--- config.mk ---
export PLATFORM = sky130hd
export DESIGN_NAME = usart_frame_tx
export DESIGN_NICKNAME = d
export VERILOG_FILES = /design/src/rtl/usart_frame_tx.sv
export SDC_FILE = /design/constraint.sdc
export NUM_CORES = 1
export LEC_CHECK = 0
export ABC_CLOCK_PERIOD_IN_PS = 2150
export CORE_MARGIN = 5
export CORE_UTILIZATION = 50
export CTS_CLUSTER_SIZE = 12
export DETAILED_ROUTE_END_ITERATION = 16
export DONT_BUFFER_PORTS = 1
export PLACE_DENSITY = 0.65
export SLEW_MARGIN = 20
export SYNTH_ARGS = -nofsm -noshare
export SYNTH_HDL_FRONTEND = slang
export SYNTH_SLANG_ARGS = --single-unit
--- constraint.sdc ---
create_clock -name clk -period 2.15 [get_ports clk]
set_input_delay 0.1075 -clock clk [delete_from_list [all_inputs] [get_ports clk]]
set_output_delay 0.1075 -clock clk [all_outputs]
set_load 0.02 [all_outputs]
--- src/rtl/usart_frame_tx.sv ---
module usart_frame_tx #(
  parameter int OVERSAMPLE = 16,
  parameter int MAXDATA    = 9
) (
  input  logic               clk,
  input  logic               rst_n,
  input  logic [7:0]         ctrl,
  input  logic               size_msb,
  input  logic [MAXDATA-1:0] tx_data,
  input  logic               start,
  input  logic               baud_tick,
  input  logic               xfer_clk,
  output logic               tx_line,
  output logic               busy,
  output logic               done
);
  localparam int FRAME_W = MAXDATA + 4;
  localparam int TCW     = $clog2(OVERSAMPLE);
  localparam int NW      = $clog2(FRAME_W + 1);

  logic [8:0]         fmt_q;
  logic [FRAME_W-1:0] shreg, frame_d;
  logic [NW-1:0]      left, nbits_d;
  logic [TCW-1:0]     tcnt;
  logic [3:0]         size_n;
  logic               xprev, par, accept, xedge, step;

  wire sync_q = fmt_q[6];
  wire pol_q  = fmt_q[0];

  assign accept = start && !busy && !ctrl[7];
  assign xedge  = pol_q ? (xprev & ~xfer_clk) : (~xprev & xfer_clk);
  assign step   = busy && (sync_q ? xedge : (baud_tick && tcnt == TCW'(OVERSAMPLE - 1)));
  assign tx_line = busy ? shreg[0] : 1'b1;

  always_comb begin
    case ({size_msb, ctrl[2:1]})
      3'b000:  size_n = 4'd5;
      3'b001:  size_n = 4'd6;
      3'b010:  size_n = 4'd7;
      3'b111:  size_n = 4'd9;
      default: size_n = 4'd8;
    endcase
    frame_d    = '1;
    frame_d[0] = 1'b0;
    par        = ctrl[4];
    for (int i = 0; i < MAXDATA; i++) begin
      if (i < int'(size_n)) begin
        frame_d[i+1] = tx_data[i];
        par          = par ^ tx_data[i];
      end
    end
    if (ctrl[5]) frame_d[size_n+1] = par;
    nbits_d = NW'(size_n) + NW'(2) + NW'(ctrl[5]) + NW'(ctrl[3]);
  end

  always_ff @(posedge clk or negedge rst_n) begin
    if (!rst_n) begin
      fmt_q <= 9'h006;
      shreg <= '1;
      left  <= '0;
      tcnt  <= '0;
      xprev <= 1'b0;
      busy  <= 1'b0;
      done  <= 1'b0;
    end else begin
      xprev <= xfer_clk;
      done  <= 1'b0;
      if (accept) begin
        fmt_q <= {size_msb, ctrl};
        shreg <= frame_d;
        left  <= nbits_d;
        tcnt  <= '0;
        busy  <= 1'b1;
      end else if (busy) begin
        if (!sync_q && baud_tick)
          tcnt <= (tcnt == TCW'(OVERSAMPLE - 1)) ? '0 : tcnt + 1'b1;
        if (step) begin
          if (left == NW'(1)) begin
            busy <= 1'b0;
            done <= 1'b1;
          end else begin
            shreg <= {1'b1, shreg[FRAME_W-1:1]};
            left  <= left - 1'b1;
          end
        end
      end
    end
  end
endmodule


# After elaboration in Yosys (flattened, before gate mapping)
# Index checks and enable logic that the tools add are counted.
[totals] word_cells=104 out_inout_bits=3 in_bits=23 register_bits=31
[op_classes] bitwise_logic=13 n_mux=46 reduce_logical=15 order_cmp=11 add_sub_neg=6 eq_ne=6
[ops] operator="13-bit two-way mux" count=5
[ops] operator="4-bit two-way mux" count=8
[ops] operator="1-bit two-way mux" count=30
[ops] operator="3-bit by 4-bit < comparator with 1-bit output, first input constant" count=4
[ops] operator="4-bit case mux with 4 select lines" count=1
[ops] operator="13-bit bitwise mux" count=1
[ops] operator="1-bit bitwise XOR" count=9
[ops] operator="4-bit by 1-bit adder with 4-bit output" count=2
[ops] operator="1-bit by 4-bit < comparator with 1-bit output, first input constant" count=2
[ops] operator="2-bit by 4-bit < comparator with 1-bit output, first input constant" count=2
[ops] operator="1-bit logical AND" count=6
[ops] operator="2-bit nonzero test" count=3
[ops] operator="4-bit by 1-bit adder with 5-bit output, second input constant" count=1
[ops] operator="5-bit by 1-bit greater-or-equal comparator with 1-bit output, second input constant" count=1
[ops] operator="5-bit < comparator, second input constant" count=1
[ops] operator="4-bit by 1-bit adder with 4-bit output, second input constant" count=1
[ops] operator="4-bit by 2-bit adder with 4-bit output, second input constant" count=1
[ops] operator="1-bit demux with 4-bit select" count=1
[ops] operator="4-bit by 1-bit == test with 1-bit output, second input constant" count=1
[ops] operator="4-bit == test, second input constant" count=1
[ops] operator="4-bit < comparator, first input constant" count=1
[ops] operator="4-bit by 1-bit subtractor with 4-bit output, second input constant" count=1
[ops] operator="3-bit by 1-bit == test with 1-bit output, second input constant" count=1
[ops] operator="3-bit by 2-bit == test with 1-bit output, second input constant" count=1
[ops] operator="8 further kinds" count=12

# Longest topological paths before layout
[logic_depth] ltp_word=23 depth_mapped=8 ltp_nobuf=7

# Worst setup path after synthesis
# OpenSTA, ideal clock, no wires.
[synth_timing] kind="reg-to-reg" startpoint="register busy" endpoint="register left[1]" arrival_time_ns=1.738 setup_time_ns=0.079 synth_period_minus_slack_ns=1.818 path_slack_ns=0.332 t_required_ns=2.071 n_path_buf=1 stages_incl_launch_ff=7 path_cell_list="dfrtp_1 -> and3b_1 -> clkbuf_2 -> and4_4 -> o21ai_4 -> mux2_2 -> mux2i_1"
[synth_between] elab_chain_cells=5 elab_cells_between_ends=9 cone_classes="1 x eq/ne; 1 x mux; 7 x reduce/logical"
[synth_rtl] element="start, declared" line="14" rtl="output logic busy,"
[synth_rtl] element="start signal, assigned" line="64" rtl="busy <= 1'b0;"
[synth_rtl] element="start signal, assigned" line="74" rtl="busy <= 1'b1;"
[synth_rtl] element="start signal, assigned" line="80" rtl="busy <= 1'b0;"
[synth_rtl] element="1-bit logical NOT" line="31" rtl="assign accept = start && !busy && !ctrl[7];"
[synth_rtl] element="1-bit logical AND (2 in a row)" line="31"
[synth_rtl] element="2-bit != test (no line) / 2-bit nonzero test (equally long branches)"
[synth_rtl] element="3-bit AND reduction (no line)"
[synth_rtl] element="end signal, assigned" line="72" rtl="left <= nbits_d;"
[synth_rtl] element="end signal, assigned" line="84" rtl="left <= left - 1'b1;"
[synth_rtl] element="end, declared" line="23" rtl="logic [NW-1:0] left, nbits_d;"
# Parallel ways exist; a longest one is shown, timed or not.
# A chain may end at the register's enable or synchronous reset.

# Worst setup path in the final report
[layout_timing] startpoint="register fmt_q[0]" endpoint="register shreg[9]"
[layout_between] elab_chain_cells=5
[layout_rtl] element="start, declared" line="21" rtl="logic [8:0] fmt_q;"
[layout_rtl] element="start signal, assigned" line="70" rtl="fmt_q <= {size_msb, ctrl};"
[layout_rtl] element="1-bit two-way mux" line="32" rtl="assign xedge = pol_q ? (xprev & ~xfer_clk) : (~xprev & xfer_clk);"
[layout_rtl] element="1-bit two-way mux" line="33" rtl="assign step = busy && (sync_q ? xedge : (baud_tick && tcnt == TCW'(OVERSAMPLE - 1)));"
[layout_rtl] element="1-bit logical AND" line="33"
[layout_rtl] element="2-bit nonzero test (no line)"
[layout_rtl] element="3-bit AND reduction (no line)"
[layout_rtl] element="end signal, assigned" line="71" rtl="shreg <= frame_d;"
[layout_rtl] element="end signal, assigned" line="83" rtl="shreg <= {1'b1, shreg[FRAME_W-1:1]};"
[layout_rtl] element="end, declared" line="22" rtl="logic [FRAME_W-1:0] shreg, frame_d;"
# No other way between the ends.

==> results by stage <==
Status:
- The flow ran to the end, and the final reports show no timing, DRC or antenna violations.

Timing:
- The worst setup skew after layout is 6.00 ps.
- The transition time at the pin with the least slew margin is 404 ps.
- The routed design could run at a clock period as short as 2030 ps.
- Setup repair after global routing left no endpoint under its margin.
- The count of endpoints failing setup in the final report is 0.
- The part of the cycle the worst path needs is 0.946.
- The number of pins with negative max-slew slack in the final report was 0.
- The final total negative setup slack is 0 ps.
- The max-slew headroom at the worst pin is 0.727.
- The count of endpoints failing hold in the final timing report is 0.
- The highest attainable clock frequency is 0.492 GHz.

Clock tree:
- The clock tree from TritonCTS is yes.
- The clock-pin slew reported for the worst setup and hold paths after clock tree synthesis is 130 ps.
- The H-tree depth reported by CTS is 1.
- Clock latency on the worst-skew pair, taken at its later pin, is 320 ps.
- The tree is rooted in a sky130_fd_sc_hd__clkbuf_4.
- The number of clock buffers inserted by TritonCTS is 3.
- The count of clock tree sinks is 26.
- The clock passes through at most 2 buffers.

Pwr:
- The largest voltage drop on the vdd net is 0.535 mV.
- The share of power burned in combinational logic is 0.408.
- In this run the power spent charging and discharging nets is 684 uW.
- Of the total power, the share spent switching nets is 0.359.
- The cell-internal power is 1220 uW.
- The share of total power dissipated in the clock network is 0.110.
- The power density over cell area is 1040 mW/mm^2.
- The proportion of power drawn by flip-flops and latches is 0.483.
- For this design the static power due to leakage is 0.000835 uW.
- The design draws 1910 uW.

Min path:
- The class of the tightest hold or removal check is in -> reg.

Flow run:
- The number of maximum-capacitance constraint violations is 0.

Floorplan:
- The core area is 0.00305 sq mm.
- From bottom edge to top edge, the die measures 66.6 microns.
- The die is 66.6 microns wide.
- The die covers 0.00444 sq mm.
- The boundary pin count is 26.
- The number of standard-cell rows in the floorplan is 20.
- For this configuration, the core starts out at a cell density of 0.525.

Placement:
- The congestion estimate from routability-driven global placement came to 0.860.
- In this run the tool buffered the top-level ports with 0 buffer cells.
- The total instance count after detailed placement is 202.
- The post-detailed-placement half-perimeter wirelength is 2410 microns.

Setup path:
- STA classifies the critical path startpoint as a flop.
- The data arrival at the endpoint of the critical path is 2300 ps.
- The critical-path maximum fanout is 5.
- The critical path is of the reg -> reg type.
- The required time at the worst-slack endpoint is 2420 ps.
- The endpoint kind of the worst setup timing path is a flop.

GRT:
- The wire length of the first global-routing pass is 5410 microns.
- Entering global routing, the biggest net connects 27 pins.
- Global routing finished with a remaining overflow of 0.
- The initial antenna violation count came to 0.
- Across every metal layer, demand over resource in global routing totals 0.161.
- The number of global-route vias before repair is 1169.

Route:
- Dividing the detail-routed wire length by the instance count gives 14.7 microns.
- Once detail routing completed, the nets flagged for antenna violations numbered 0.
- After detailed routing, the number of vias per cell comes to 5.37.
- The via count is 1186.
- After the first detailed-routing iteration, the DRC count stood at 55.
- Summed over all layers, the routed wires come to 3250 microns.
- The first-pass iteration count of the detailed router is 4.
- The total DRC errors in the routed layout is 0.

Layout:
- From synthesis to final layout, the design area changed by 13.9%.
- The count of cells in the finished layout, fillers not included, comes to 221.
- In the final design database the tool counted 206 nets.
- In the final layout, the share of cells above drive strength 1 is 0.164.
- The number of antenna diodes in the final layout is 0.

Yosys:
- The post-synthesis net count is 191.
- Of the synthesized area, sequential elements account for 0.416.
- The synthesized instance count is 163.
- The synthesized netlist contains 41 unique library cells.
- During synthesis, Yosys emitted a total of 0 warnings.
- In this run the mean area of a mapped cell was 9.83 sq um.
- In this run the cell area of the synthesized design comes to 0.00160 sq mm.
- Counting flops and latches in the post-synthesis netlist gives 26.
cell families after synthesis:
| kind of cell | synth area share |
|---|---|
| muxes | 0.0945 |
| DFF | 0.416 |
| buffers and inverters | 0.0500 |
| xor gates and xnor gates | 0.0945 |
| and+or+nand+nor | 0.163 |
| AOI/OAI and AO/OA | 0.138 |
| adders and majority gates | 0.0437 |
final cells by class:
| cell class | count | area (sq um) |
|---|---|---|
| Clock buffer | 4 | 26.3 |
| Fill cell | 270 | 1230 |
| Inverter | 9 | 33.8 |
| Multi-Input combinational cell | 119 | 861 |
| Sequential cell | 26 | 667 |
| Tap cell | 44 | 55.1 |
| Timing Repair Buffer | 19 | 183 |
metal layers:
metal / track usage / up-vias / share of wire / wire length, microns
met5: 0 / - / 0 / 0
met4: 0.0558 / 0 / 0.013 / 42
met3: 0.0422 / 4 / 0.046 / 148
met2: 0.251 / 24 / 0.47 / 1540
met1: 0.216 / 565 / 0.47 / 1520
li1: - / 593 / - / -
flip-flops by register name, indices dropped and copies added (netlist names):
signal / cells
shreg: 13
left: 4
tcnt: 4
fmt_q: 2
busy: 1
done: 1
xprev: 1
power groups by stage:
stage	sequential, uW	clock, uW	combinational, uW
floorplan	892	0	594
global placement	912	0	687
detailed placement	923	0	714
CTS	914	222	764
global route	943	237	869
finish	919	209	777
synthesized netlist by cell type:
library cell | n | area (sq um)
sky130_fd_sc_hd__a21oi_1 | 5 | 25.0
sky130_fd_sc_hd__o41ai_1 | 1 | 8.76
sky130_fd_sc_hd__dfstp_2 | 13 | 342
sky130_fd_sc_hd__a21oi_4 | 1 | 16.3
sky130_fd_sc_hd__mux2_2 | 1 | 11.3
sky130_fd_sc_hd__o21ai_4 | 1 | 16.3
sky130_fd_sc_hd__a31oi_1 | 3 | 18.8
sky130_fd_sc_hd__a22o_1 | 2 | 17.5
sky130_fd_sc_hd__xnor3_1 | 1 | 22.5
sky130_fd_sc_hd__nand2b_1 | 3 | 18.8
sky130_fd_sc_hd__clkbuf_1 | 7 | 26.3
sky130_fd_sc_hd__and3b_1 | 1 | 8.76
sky130_fd_sc_hd__dfrtp_1 | 13 | 325
sky130_fd_sc_hd__buf_8 | 1 | 15.0
sky130_fd_sc_hd__nand4_1 | 1 | 6.26
sky130_fd_sc_hd__nand3b_1 | 2 | 15.0
sky130_fd_sc_hd__o21a_1 | 1 | 7.51
sky130_fd_sc_hd__nor3b_1 | 1 | 7.51
sky130_fd_sc_hd__and3_1 | 3 | 18.8
sky130_fd_sc_hd__o22ai_1 | 1 | 6.26
sky130_fd_sc_hd__or3_1 | 4 | 25.0
sky130_fd_sc_hd__o211ai_1 | 2 | 15.0
sky130_fd_sc_hd__ha_1 | 4 | 50.1
sky130_fd_sc_hd__nand2_1 | 21 | 78.8
sky130_fd_sc_hd__o211a_1 | 1 | 10.0
sky130_fd_sc_hd__a22oi_1 | 1 | 7.51
sky130_fd_sc_hd__xor2_1 | 5 | 43.8
sky130_fd_sc_hd__a211oi_1 | 2 | 15.0
sky130_fd_sc_hd__o21ai_0 | 10 | 50.1
sky130_fd_sc_hd__inv_1 | 9 | 33.8
sky130_fd_sc_hd__and4_4 | 1 | 11.3
sky130_fd_sc_hd__nor2_1 | 10 | 37.5
sky130_fd_sc_hd__xor3_1 | 1 | 23.8
sky130_fd_sc_hd__fa_1 | 1 | 20.0
sky130_fd_sc_hd__mux2i_1 | 14 | 140
sky130_fd_sc_hd__or3b_1 | 1 | 8.76
sky130_fd_sc_hd__nor3_1 | 2 | 10.0
sky130_fd_sc_hd__clkbuf_2 | 1 | 5.00
sky130_fd_sc_hd__nand3_1 | 3 | 15.0
sky130_fd_sc_hd__xnor2_1 | 7 | 61.3
sky130_fd_sc_hd__o31ai_1 | 1 | 7.51
critical path, cell delays in order (launching register included):
cell and delay [ps]:
sky130_fd_sc_hd__dfrtp_1 420, sky130_fd_sc_hd__or3b_1 400, sky130_fd_sc_hd__a21oi_4 240, sky130_fd_sc_hd__o21ai_4 90, sky130_fd_sc_hd__mux2i_1 130, sky130_fd_sc_hd__o22ai_1 150, sky130_fd_sc_hd__dlygate4sd3_1 570
metrics by stage:
| stage | hold slack, ps | instance area [sq um] | worst slack [ps] | utilization |
|---|---|---|---|---|
| after floorplan | -188 | 1600 | 332 | - |
| after global placement | -186 | 1640 | 414 | 0.538 |
| after detailed placement | -186 | 1640 | 370 | 0.538 |
| after CTS | 24.8 | 1800 | 44.8 | 0.589 |
| after global routing | 50.3 | 1830 | 0.576 | 0.598 |
| final | 28.5 | 1830 | 115 | 0.598 |
final timing paths:
check                                       from                     to  slack, ps  cells past startpoint
setup / recovery            fmt_q[0]$_DFFE_PN0P_   shreg[9]$_DFFE_PN1P_        120                      6
hold / removal                        tx_data[5]   shreg[6]$_DFFE_PN1P_         30                      2
setup reg to reg            fmt_q[0]$_DFFE_PN0P_   shreg[9]$_DFFE_PN1P_        120                      6
hold reg to reg            shreg[12]$_DFFE_PN1P_  shreg[12]$_DFFE_PN1P_        520                      2
max in group asynchronous                  rst_n   shreg[4]$_DFFE_PN1P_       1700                      2
min in group asynchronous                  rst_n   fmt_q[0]$_DFFE_PN0P_        230                      2
cells in the final DEF, fill, tap and decap left out, types with 4 or more instances in the layout:
cell,instances
sky130_fd_sc_hd__xor2_1,5
sky130_fd_sc_hd__o21ai_0,10
sky130_fd_sc_hd__ha_1,4
sky130_fd_sc_hd__nor2_1,10
sky130_fd_sc_hd__xnor2_1,7
sky130_fd_sc_hd__dlygate4sd3_1,11
sky130_fd_sc_hd__mux2i_1,14
sky130_fd_sc_hd__or3_1,4
sky130_fd_sc_hd__inv_1,9
sky130_fd_sc_hd__nand2_1,21
sky130_fd_sc_hd__a21oi_1,5
sky130_fd_sc_hd__dfrtp_1,13
sky130_fd_sc_hd__buf_4,7
sky130_fd_sc_hd__dfstp_2,13
repair_timing:
item,CTS,global route
setup endpoints to repair,0,1
hold endpoints to repair,35,0
gates resized for setup,0,1
setup buffers,0,3
hold buffers,12,0
(Power assumes the default switching activity.)
